<file path="config.mk">
export PLATFORM = sky130hd
export DESIGN_NAME = pbuf_tracker
export DESIGN_NICKNAME = d
export VERILOG_FILES = /design/src/rtl/pbuf_pkg.sv /design/src/rtl/pbuf_fifo_decode.sv /design/src/rtl/pbuf_classify.sv /design/src/rtl/pbuf_chan.sv /design/src/rtl/pbuf_tracker.sv
export SDC_FILE = /design/constraint.sdc
export NUM_CORES = 1
export LEC_CHECK = 0
export BUFFER_PORTS_ARGS = -buffer_cell sky130_fd_sc_hd__buf_2
export CAP_MARGIN = 20
export CELL_PAD_IN_SITES_DETAIL_PLACEMENT = 1
export CELL_PAD_IN_SITES_GLOBAL_PLACEMENT = 1
export CORE_ASPECT_RATIO = 0.9
export CORE_MARGIN = 3
export CORE_UTILIZATION = 38
export DETAILED_ROUTE_END_ITERATION = 6
export GPL_ROUTABILITY_DRIVEN = 0
export PLACE_DENSITY_LB_ADDON = 0.1
export SKIP_CTS_REPAIR_TIMING = 1
export SLEW_MARGIN = 10
export SYNTH_ARGS = -nofsm -noshare
export SYNTH_HDL_FRONTEND = slang
export SYNTH_SLANG_ARGS = --single-unit
</file>
<file path="constraint.sdc">
create_clock -name clk_i -period 2.24 [get_ports clk_i]
set_input_delay 0.448 -clock clk_i [delete_from_list [all_inputs] [get_ports clk_i]]
set_output_delay 0.448 -clock clk_i [all_outputs]
set_load 0.02 [all_outputs]
</file>
<file path="src/rtl/pbuf_pkg.sv">
package pbuf_pkg;

    // Fixed layout of the shared FIFO status word
    localparam int STAT_W   = 32;
    localparam int BAD_BASE = 16;
    localparam int OVF_BASE = 24;
    localparam int MAX_CH   = 8;

    // Resolution of one channel in one cycle, in priority order
    typedef enum logic [2:0] {
        EV_IDLE     = 3'd0,
        EV_START    = 3'd1,
        EV_RECOVER  = 3'd2,
        EV_FIFO_ERR = 3'd3,
        EV_ORDER    = 3'd4,
        EV_COMPLETE = 3'd5,
        EV_SKIP     = 3'd6
    } evt_e;

    localparam logic SLOT_P = 1'b0;
    localparam logic SLOT_B = 1'b1;

endpackage

</file>
<file path="src/rtl/pbuf_fifo_decode.sv">
module pbuf_fifo_decode
    import pbuf_pkg::*;
#(
    parameter int NUM_CH = 8
) (
    input  logic [STAT_W-1:0] stat_i,
    output logic [NUM_CH-1:0] lost_o,
    output logic [NUM_CH-1:0] ovf_o,
    output logic [NUM_CH-1:0] bad_o
);

    for (genvar g = 0; g < NUM_CH; g++) begin : g_bit
        assign lost_o[g] = stat_i[g];
        assign bad_o[g]  = stat_i[BAD_BASE + g];
        assign ovf_o[g]  = stat_i[OVF_BASE + g];
    end

endmodule

</file>
<file path="src/rtl/pbuf_classify.sv">
module pbuf_classify
    import pbuf_pkg::*;
(
    input  logic start_i,
    input  logic req_i,
    input  logic pb_i,
    input  logic expect_i,
    input  logic lost_q_i,
    input  logic lost_i,
    input  logic ovf_i,
    input  logic bad_i,
    input  logic occ_hit_i,
    output evt_e evt_o
);

    always_comb begin
        evt_o = EV_IDLE;
        if (start_i) begin
            evt_o = EV_START;
        end else if (req_i) begin
            if (lost_q_i && !lost_i) begin
                evt_o = EV_RECOVER;
            end else if (!lost_i && (ovf_i || bad_i)) begin
                evt_o = EV_FIFO_ERR;
            end else if (pb_i != expect_i) begin
                evt_o = EV_ORDER;
            end else if (occ_hit_i) begin
                evt_o = EV_COMPLETE;
            end else begin
                evt_o = EV_SKIP;
            end
        end
    end

endmodule

</file>
<file path="src/rtl/pbuf_chan.sv">
module pbuf_chan
    import pbuf_pkg::*;
#(
    parameter int SEQ_W = 16
) (
    input  logic             clk_i,
    input  logic             rst_ni,
    input  logic             start_i,
    input  logic             req_i,
    input  logic             pb_i,
    input  logic             lost_i,
    input  logic             ovf_i,
    input  logic             bad_i,
    input  logic             refill_p_i,
    input  logic             refill_b_i,
    output logic             done_o,
    output logic             done_slot_o,
    output logic [SEQ_W-1:0] done_seq_o,
    output logic             reset_req_o,
    output logic             lost_o,
    output logic             expect_o
);

    typedef struct packed {
        logic             expect_slot;
        logic [SEQ_W-1:0] seq;
        logic             lost;
        logic [1:0]       occ;
        logic             done;
        logic             done_slot;
        logic [SEQ_W-1:0] done_seq;
        logic             rst_req;
    } chan_st_t;

    chan_st_t st_d, st_q;
    evt_e     evt;

    pbuf_classify u_cls (
        .start_i   (start_i),
        .req_i     (req_i),
        .pb_i      (pb_i),
        .expect_i  (st_q.expect_slot),
        .lost_q_i  (st_q.lost),
        .lost_i    (lost_i),
        .ovf_i     (ovf_i),
        .bad_i     (bad_i),
        .occ_hit_i (st_q.occ[pb_i]),
        .evt_o     (evt)
    );

    always_comb begin
        st_d         = st_q;
        st_d.done    = 1'b0;
        st_d.rst_req = 1'b0;
        if (req_i && evt != EV_RECOVER && evt != EV_START) begin
            st_d.lost = lost_i;
        end
        case (evt)
            EV_START: begin
                st_d.expect_slot = SLOT_P;
                st_d.seq         = '0;
            end
            EV_RECOVER: begin
                st_d.lost        = 1'b0;
                st_d.rst_req     = 1'b1;
                st_d.expect_slot = SLOT_P;
            end
            EV_FIFO_ERR, EV_ORDER: begin
                st_d.rst_req     = 1'b1;
                st_d.expect_slot = SLOT_P;
            end
            EV_COMPLETE: begin
                st_d.done        = 1'b1;
                st_d.done_slot   = pb_i;
                st_d.done_seq    = st_q.seq;
                st_d.seq         = st_q.seq + 1'b1;
                st_d.occ[pb_i]   = 1'b0;
                st_d.expect_slot = ~st_q.expect_slot;
            end
            EV_SKIP: begin
                st_d.expect_slot = ~st_q.expect_slot;
            end
            default: ;
        endcase
        // A refill lands after the completion clears the slot
        if (refill_p_i) st_d.occ[0] = 1'b1;
        if (refill_b_i) st_d.occ[1] = 1'b1;
    end

    always_ff @(posedge clk_i) begin
        if (!rst_ni) begin
            st_q <= '0;
        end else begin
            st_q <= st_d;
        end
    end

    assign done_o      = st_q.done;
    assign done_slot_o = st_q.done_slot;
    assign done_seq_o  = st_q.done_seq;
    assign reset_req_o = st_q.rst_req;
    assign lost_o      = st_q.lost;
    assign expect_o    = st_q.expect_slot;

endmodule

</file>
<file path="src/rtl/pbuf_tracker.sv">
module pbuf_tracker
    import pbuf_pkg::*;
#(
    parameter int NUM_CH = 8,
    parameter int SEQ_W  = 16
) (
    input  logic                    clk_i,
    input  logic                    rst_ni,
    input  logic [NUM_CH-1:0]       start_i,
    input  logic [NUM_CH-1:0]       refill_p_i,
    input  logic [NUM_CH-1:0]       refill_b_i,
    input  logic [NUM_CH-1:0]       req_i,
    input  logic [NUM_CH-1:0]       pb_stat_i,
    input  logic [31:0]             fifo_stat_i,
    output logic [NUM_CH-1:0]       done_o,
    output logic [NUM_CH-1:0]       done_slot_o,
    output logic [NUM_CH*SEQ_W-1:0] done_seq_o,
    output logic [NUM_CH-1:0]       reset_req_o,
    output logic [NUM_CH-1:0]       no_signal_o,
    output logic [NUM_CH-1:0]       expect_slot_o
);

    logic [NUM_CH-1:0] lost, ovf, bad;

    pbuf_fifo_decode #(.NUM_CH(NUM_CH)) u_dec (
        .stat_i (fifo_stat_i),
        .lost_o (lost),
        .ovf_o  (ovf),
        .bad_o  (bad)
    );

    for (genvar g = 0; g < NUM_CH; g++) begin : g_ch
        pbuf_chan #(.SEQ_W(SEQ_W)) u_chan (
            .clk_i       (clk_i),
            .rst_ni      (rst_ni),
            .start_i     (start_i[g]),
            .req_i       (req_i[g]),
            .pb_i        (pb_stat_i[g]),
            .lost_i      (lost[g]),
            .ovf_i       (ovf[g]),
            .bad_i       (bad[g]),
            .refill_p_i  (refill_p_i[g]),
            .refill_b_i  (refill_b_i[g]),
            .done_o      (done_o[g]),
            .done_slot_o (done_slot_o[g]),
            .done_seq_o  (done_seq_o[g*SEQ_W +: SEQ_W]),
            .reset_req_o (reset_req_o[g]),
            .lost_o      (no_signal_o[g]),
            .expect_o    (expect_slot_o[g])
        );
    end

endmodule

</file>
Word-level counts from Yosys, hierarchy flattened

Cells that the tools add are included.

Register bits after elaboration: 312
Logic and storage cells: 441
Bits in writable memories: 0
ROM bits: 0
Latch bits: 0
Memories: 0

Multiplexer cells: 128
Order comparisons: 16
Eq/ne operators: 72
Multiply operators: 0
Reductions and logical operators: 120
Bitwise gates (word level): 25
Divide/modulo/power cells: 0
Shifts and indexed selects: 0
Add/sub/neg operators: 8

Operators with widths:

| kind                                                                  | count |
|---|---|
| 16-bit one-hot mux with 2 select lines                                | 8 |
| 20-bit two-way mux                                                    | 8 |
| 16-bit by 1-bit adder with 16-bit output (second input constant)      | 8 |
| 3-bit two-way mux                                                     | 32 |
| 3-bit == test (second input constant)                                 | 24 |
| 2-bit nonzero test                                                    | 32 |
| 3-bit by 2-bit == test with 1-bit output (second input constant)      | 16 |
| 1-bit two-way mux                                                     | 48 |
| 1-bit logical AND                                                     | 40 |
| 2-bit two-way mux                                                     | 16 |
| 2-bit OR reduction                                                    | 16 |
| 4-bit OR reduction                                                    | 8 |
| 3-bit by 1-bit == test with 1-bit output (second input constant)      | 8 |
| 3-bit by 1-bit != test with 1-bit output (second input constant)      | 8 |
| 3-bit by 2-bit != test with 1-bit output (second input constant)      | 8 |
| 3-bit OR reduction                                                    | 8 |
| 2-bit AND                                                             | 8 |
| 1-bit by 2-bit < comparator with 1-bit output (second input constant) | 8 |
| 2-bit inverter                                                        | 8 |
| 1-bit one-hot mux with 2 select lines                                 | 8 |
| 1-bit inverter                                                        | 9 |
| 1-bit demux with 1-bit select                                         | 8 |
| 1-bit >= comparator (second input constant)                           | 8 |
| 1-bit logical NOT                                                     | 8 |
| 2 further kinds                                                       | 16 |

Longest topological paths before layout

Depth in word-level cells: 11
Depth in mapped cells: 8
Gate-level depth less buffers: 6

Modules after synthesis

Synthesis repeated with hierarchy kept, for this count alone.

Cells, all modules: 1887
Area total of the unflattened synthesis: 15476.1 sq um

By module, submodules not included:

| module                          | times used | cells an instance | area each (sq um) |
|---|---|---|---|
| pbuf_chan at g_ch[0].u_chan ... | 7          | 221               | 1831.8 |
| pbuf_chan at g_ch[4].u_chan     | 1          | 220               | 1833.0 |
| pbuf_classify                   | 8          | 12                | 80.1 |
| pbuf_fifo_decode                | 1          | 24                | 180.2 |

Worst setup path after synthesis

No wires, ideal clock.

Path kind: input to register
Start: input pb_stat_i[2]
End: register g_ch[2].u_chan.st_q[26] in the netlist's numbering
Data required time: 2.182 ns
Arrival: 2.177 ns
Path slack: 0.005 ns
Cell stages on the path: 7
Path buffers: 2
Cell sequence: buf_6 or3b_4 a311o_1 or3_1 buf_2 nor3b_1 o21a_1

Word-level cells in the longest chain between the ends: 10
Elaborated cells between the ends (all ways): 13
Those cells by class: eq/ne (3); mux (9); reduce/logical (1)

RTL lines:

| element                                                                      | RTL line            | source |
|---|---|---|
| start: declaration                                                           | pbuf_tracker.sv:13  | `input logic [NUM_CH-1:0] pb_stat_i,` |
| 1-bit two-way mux (not written as such) (2 in series)                        | pbuf_chan.sv:47     | `.occ_hit_i (st_q.occ[pb_i]),` |
| 2-bit two-way mux                                                            | pbuf_classify.sv:27 | `end else if (occ_hit_i) begin` |
| 2-bit two-way mux (*)                                                        | pbuf_classify.sv:25 | `end else if (pb_i != expect_i) begin` |
| 3-bit two-way mux (*)                                                        | pbuf_classify.sv:23 | `end else if (!lost_i && (ovf_i \|\| bad_i)) begin` |
| 3-bit two-way mux (*)                                                        | pbuf_classify.sv:21 | `if (lost_q_i && !lost_i) begin` |
| 3-bit two-way mux (*)                                                        | pbuf_classify.sv:20 | `end else if (req_i) begin` |
| 3-bit two-way mux (*)                                                        | pbuf_classify.sv:18 | `if (start_i) begin` |
| 3-bit == test or 3-bit by 1-bit == test with 1-bit output (tied branches)    | pbuf_chan.sv:58     | `case (evt)` |
| 16-bit one-hot mux with 2 select lines or 2-bit nonzero test (tied branches) | --                  |  |
| end signal: assignment                                                       | pbuf_chan.sv:94     | `st_q <= st_d;` |
| end: declaration                                                             | pbuf_chan.sv:35     | `chan_st_t st_d, st_q;` |

Every way passes the cells marked *; elsewhere a longest branch is shown, timed or not. The select of a mux whose other input is x is not followed.
A chain may end at the register's enable or synchronous reset.

Worst setup path in the final report

Start: register g_ch[3].u_chan.st_q[19] in the netlist's numbering
End: register g_ch[3].u_chan.st_q[27] in the netlist's numbering

Word-level cells in the longest chain between the ends: 10
Elaborated cells between the ends (all ways): 12
Those cells by class: eq/ne (2); mux (9); reduce/logical (1)

RTL lines:

| element                                                                      | RTL line |
|---|---|
| start: declaration                                                           | pbuf_chan.sv:35 |
| start signal: assignment                                                     | pbuf_chan.sv:94 |
| 1-bit two-way mux (not written as such) (*) (2 in series)                    | pbuf_chan.sv:47 |
| 2-bit two-way mux (*)                                                        | pbuf_classify.sv:27 |
| 2-bit two-way mux (*)                                                        | pbuf_classify.sv:25 |
| 3-bit two-way mux (*)                                                        | pbuf_classify.sv:23 |
| 3-bit two-way mux (*)                                                        | pbuf_classify.sv:21 |
| 3-bit two-way mux (*)                                                        | pbuf_classify.sv:20 |
| 3-bit two-way mux (*)                                                        | pbuf_classify.sv:18 |
| 3-bit == test or 3-bit by 1-bit == test with 1-bit output (tied branches)    | pbuf_chan.sv:58 |
| 16-bit one-hot mux with 2 select lines or 2-bit nonzero test (tied branches) | -- |

Marks and branches as above.

==> qor.yml <==
status:
  status: "completed"
placement:
  place_ws_ps: -88.4
  dpl_cell_area_sq_mm: 0.0162
  portBuffers: 233
  placedCellCount: 2463
  dp_hpwl_microns: 31000
sta:
  period_minus_slack_ps: 2110
  slew_headroom_pct: 59.4
  setup-tns-final_ps: 0
  tightest_slew_ps: 602
  skew_ps: 7.84
  report.final.slew_viol_count: 0
  max_freq_mhz: 473
  whs_ps: 129
  timing.final.crit_share_pct: 94.4
  hold_viol: 0
  grt_setup_unrepaired: "no"
  finalWorstSetupSlack_ps: 125
  setup_viol: 0
synth:
  synth.yosys.seq_area_share_pct: 41.6
  async_flop_share_pct: 0
  synth-seq-cells: 312
  synth_edf_count: 0
  synth_area_sq_mm: 0.0150
  netlist_instances: 1843
  syn_area_per_cell_sq_um: 8.16
  synth_nets: 1925
  synth.distinct_cells: 74
  synth_warnings: 0
  synth_ff_type: "dfxtp_1"
floorplan:
  start_util_pct: 38.8
  dieArea_sq_mm: 0.0420
  rows: 68
  core_area_sq_mm: 0.0387
  dieWidth_microns: 216
  io_pins: 242
  die_h_microns: 195
setup_path:
  reg2reg_slack_ps: 130
  cp_max_fo: 17
  cp-start-kind: "flip-flop"
  worstSetupEndpointType: "flip-flop"
  r2r_end: "g_ch[3].u_chan.st_q[27]"
  criticalPathCategory: "reg -> reg"
  path_buf_inv: 1
  path_delay_family: "simple AND/OR/NAND/NOR gates"
  worstRegToRegCells: 5
  crit_arrival_ps: 2530
  r2r-start: "g_ch[3].u_chan.st_q[19]"
  slowest_stage: "or4_1"
  crit_required_ps: 2660
  worstPathCellList: "or3b_1, a311o_1, or4_1, buf_4, o41ai_1"
  crit_path_max_incr_delay_ps: 440
global_route:
  grt_pass1_wl_microns: 69700
  antenna_found_initial: 3
  grt_use_total_pct: 19.7
  grt_pass1_vias: 13400
  grt_overflow: 0
  grt_start_max_net_pins: 37
clock_network:
  path_clk_slew_ps: 60
  cts_root_buf: "clkbuf_16"
  clock_insertion_delay_worst_skew_ps: 530
  cts.sinks: 312
  cts-htree-levels: 2
  numCtsBuffers: 37
  cts_tree: "built"
  cts_buffer_depth: 3
final_layout:
  final_cell_area_sq_mm: 0.0175
  drive_gt1_share_pct: 21.9
  seq_area_sq_mm: 0.00625
  multi_input_area_sq_mm: 0.00704
  area_growth_pct: 16.5
  fillers: 4679
  nNetsFinal: 2059
  layout.cells.non_filler: 2534
  utilization_pct: 45.2
drt:
  routed_via_density: 5.24
  post-route-drc-count: 0
  drtAntennaViolNets: 0
  vias: 13300
  drt-wirelength-per-cell_microns: 16.7
  first_pass_iters: 5
  drtIter0Drc: 597
  wirelength_microns: 42300
min_path:
  min_from: "refill_b_i[1]"
  hold_path.class: "in -> reg"
  worstHoldPathCells: 2
  whs_endpoint: "g_ch[1].u_chan.st_q[20]"
power_and_ir_drop:
  ir_drop_uv: 454
  p_total_mw: 12.7
  power_density_mw_per_mm2: 728
  p_leak_nw: 6.86
job:
  drv_cap: 0
area by class of cell:
class,instances,share of cell area (%)
Clock inverter,8,0.693
Timing Repair Buffer,350,12.3
Inverter,39,0.850
Antenna cell,4,0.0572
Tap cell,525,3.75
Clock buffer,59,6.52
Multi-Input combinational cell,1237,40.2
Sequential cell,312,35.7
cells in the mapped netlist (16+ instances only):
cell type / number / area share [%]
a21oi_1: 138 / 4.6
a22o_1: 18 / 1.0
a31oi_1: 26 / 1.1
and3_1: 29 / 1.2
buf_4: 169 / 8.4
clkbuf_1: 61 / 1.5
dfxtp_1: 312 / 42
inv_1: 36 / 0.90
mux2i_1: 49 / 3.3
nand2_1: 287 / 7.2
nand2b_1: 16 / 0.67
nand3_1: 100 / 3.3
nand4_1: 18 / 0.75
nor2_1: 93 / 2.3
nor2b_1: 16 / 0.67
nor3_1: 56 / 1.9
o21ai_0: 115 / 3.8
or3_1: 26 / 1.1
xnor2_1: 16 / 0.93
how the worst max path moves through the flow:
stage / start / to / depth (start not counted)
after floorplan: pb_stat_i[2] / g_ch[2].u_chan.st_q[26] / 7
after global placement: pb_stat_i[3] / g_ch[3].u_chan.st_q[27] / 6
after detailed placement: pb_stat_i[3] / g_ch[3].u_chan.st_q[27] / 6
after CTS: g_ch[4].u_chan.expect_o / g_ch[4].u_chan.st_q[24] / 7
after global routing: g_ch[0].u_chan.expect_o / g_ch[0].u_chan.st_q[37] / 5
final: g_ch[3].u_chan.st_q[19] / g_ch[3].u_chan.st_q[27] / 5
power breakdown:
part	internal [mW]	leakage, nW	switching (mW)
logic	0.337	3.72	0.529
clock network	3.84	0.617	2.40
registers	5.60	2.52	0.0378
kinds of logic after synthesis:
logic type / after synthesis / share of synthesized area, %
AOI/OAI and AO/OA: 428 / 17.8
DFF: 312 / 41.6
muxes: 50 / 3.34
and+or+nand+nor: 724 / 23.2
adders and majority gates: 8 / 0.666
buffers and inverters: 294 / 11.8
xor gates and xnor gates: 27 / 1.57
cell usage in the layout (no fill, tap or decap), drive strengths merged, types with 11 or more instances in the layout:
cell	netlist	layout
nand3	101	101
o21ai	117	117
nor2b	16	16
nor4	13	13
xor2	11	11
a22o	18	18
xnor2	16	16
a21oi	138	138
a21o	12	12
or3	27	27
nand2b	16	16
and2	11	11
and3	29	29
nand4	18	18
o31ai	11	11
or4	13	13
mux2i	49	49
nand2	287	287
clkbuf	61	59
nor3b	13	13
nor3	58	58
dfxtp	312	312
nor2	93	93
inv	37	38
a31oi	26	26
buf	194	350
state kept, by name, summed over array words and instances, names as in the netlist:
signal                   count
g_ch.u_chan.done_o           8
g_ch.u_chan.done_seq_o     128
g_ch.u_chan.done_slot_o      8
g_ch.u_chan.expect_o         8
g_ch.u_chan.lost_o           8
g_ch.u_chan.reset_req_o      8
g_ch.u_chan.st_q           144
per-layer routing:
metal  wire (microns)  track usage (%)  vias up
li1                 -                -     6612
met1            20200             26.3     6418
met2            19400             32.7      187
met3             1860             4.05       59
met4              919             5.14        2
met5               13                0        -
Note: power is estimated with default switching activity, not from simulation.
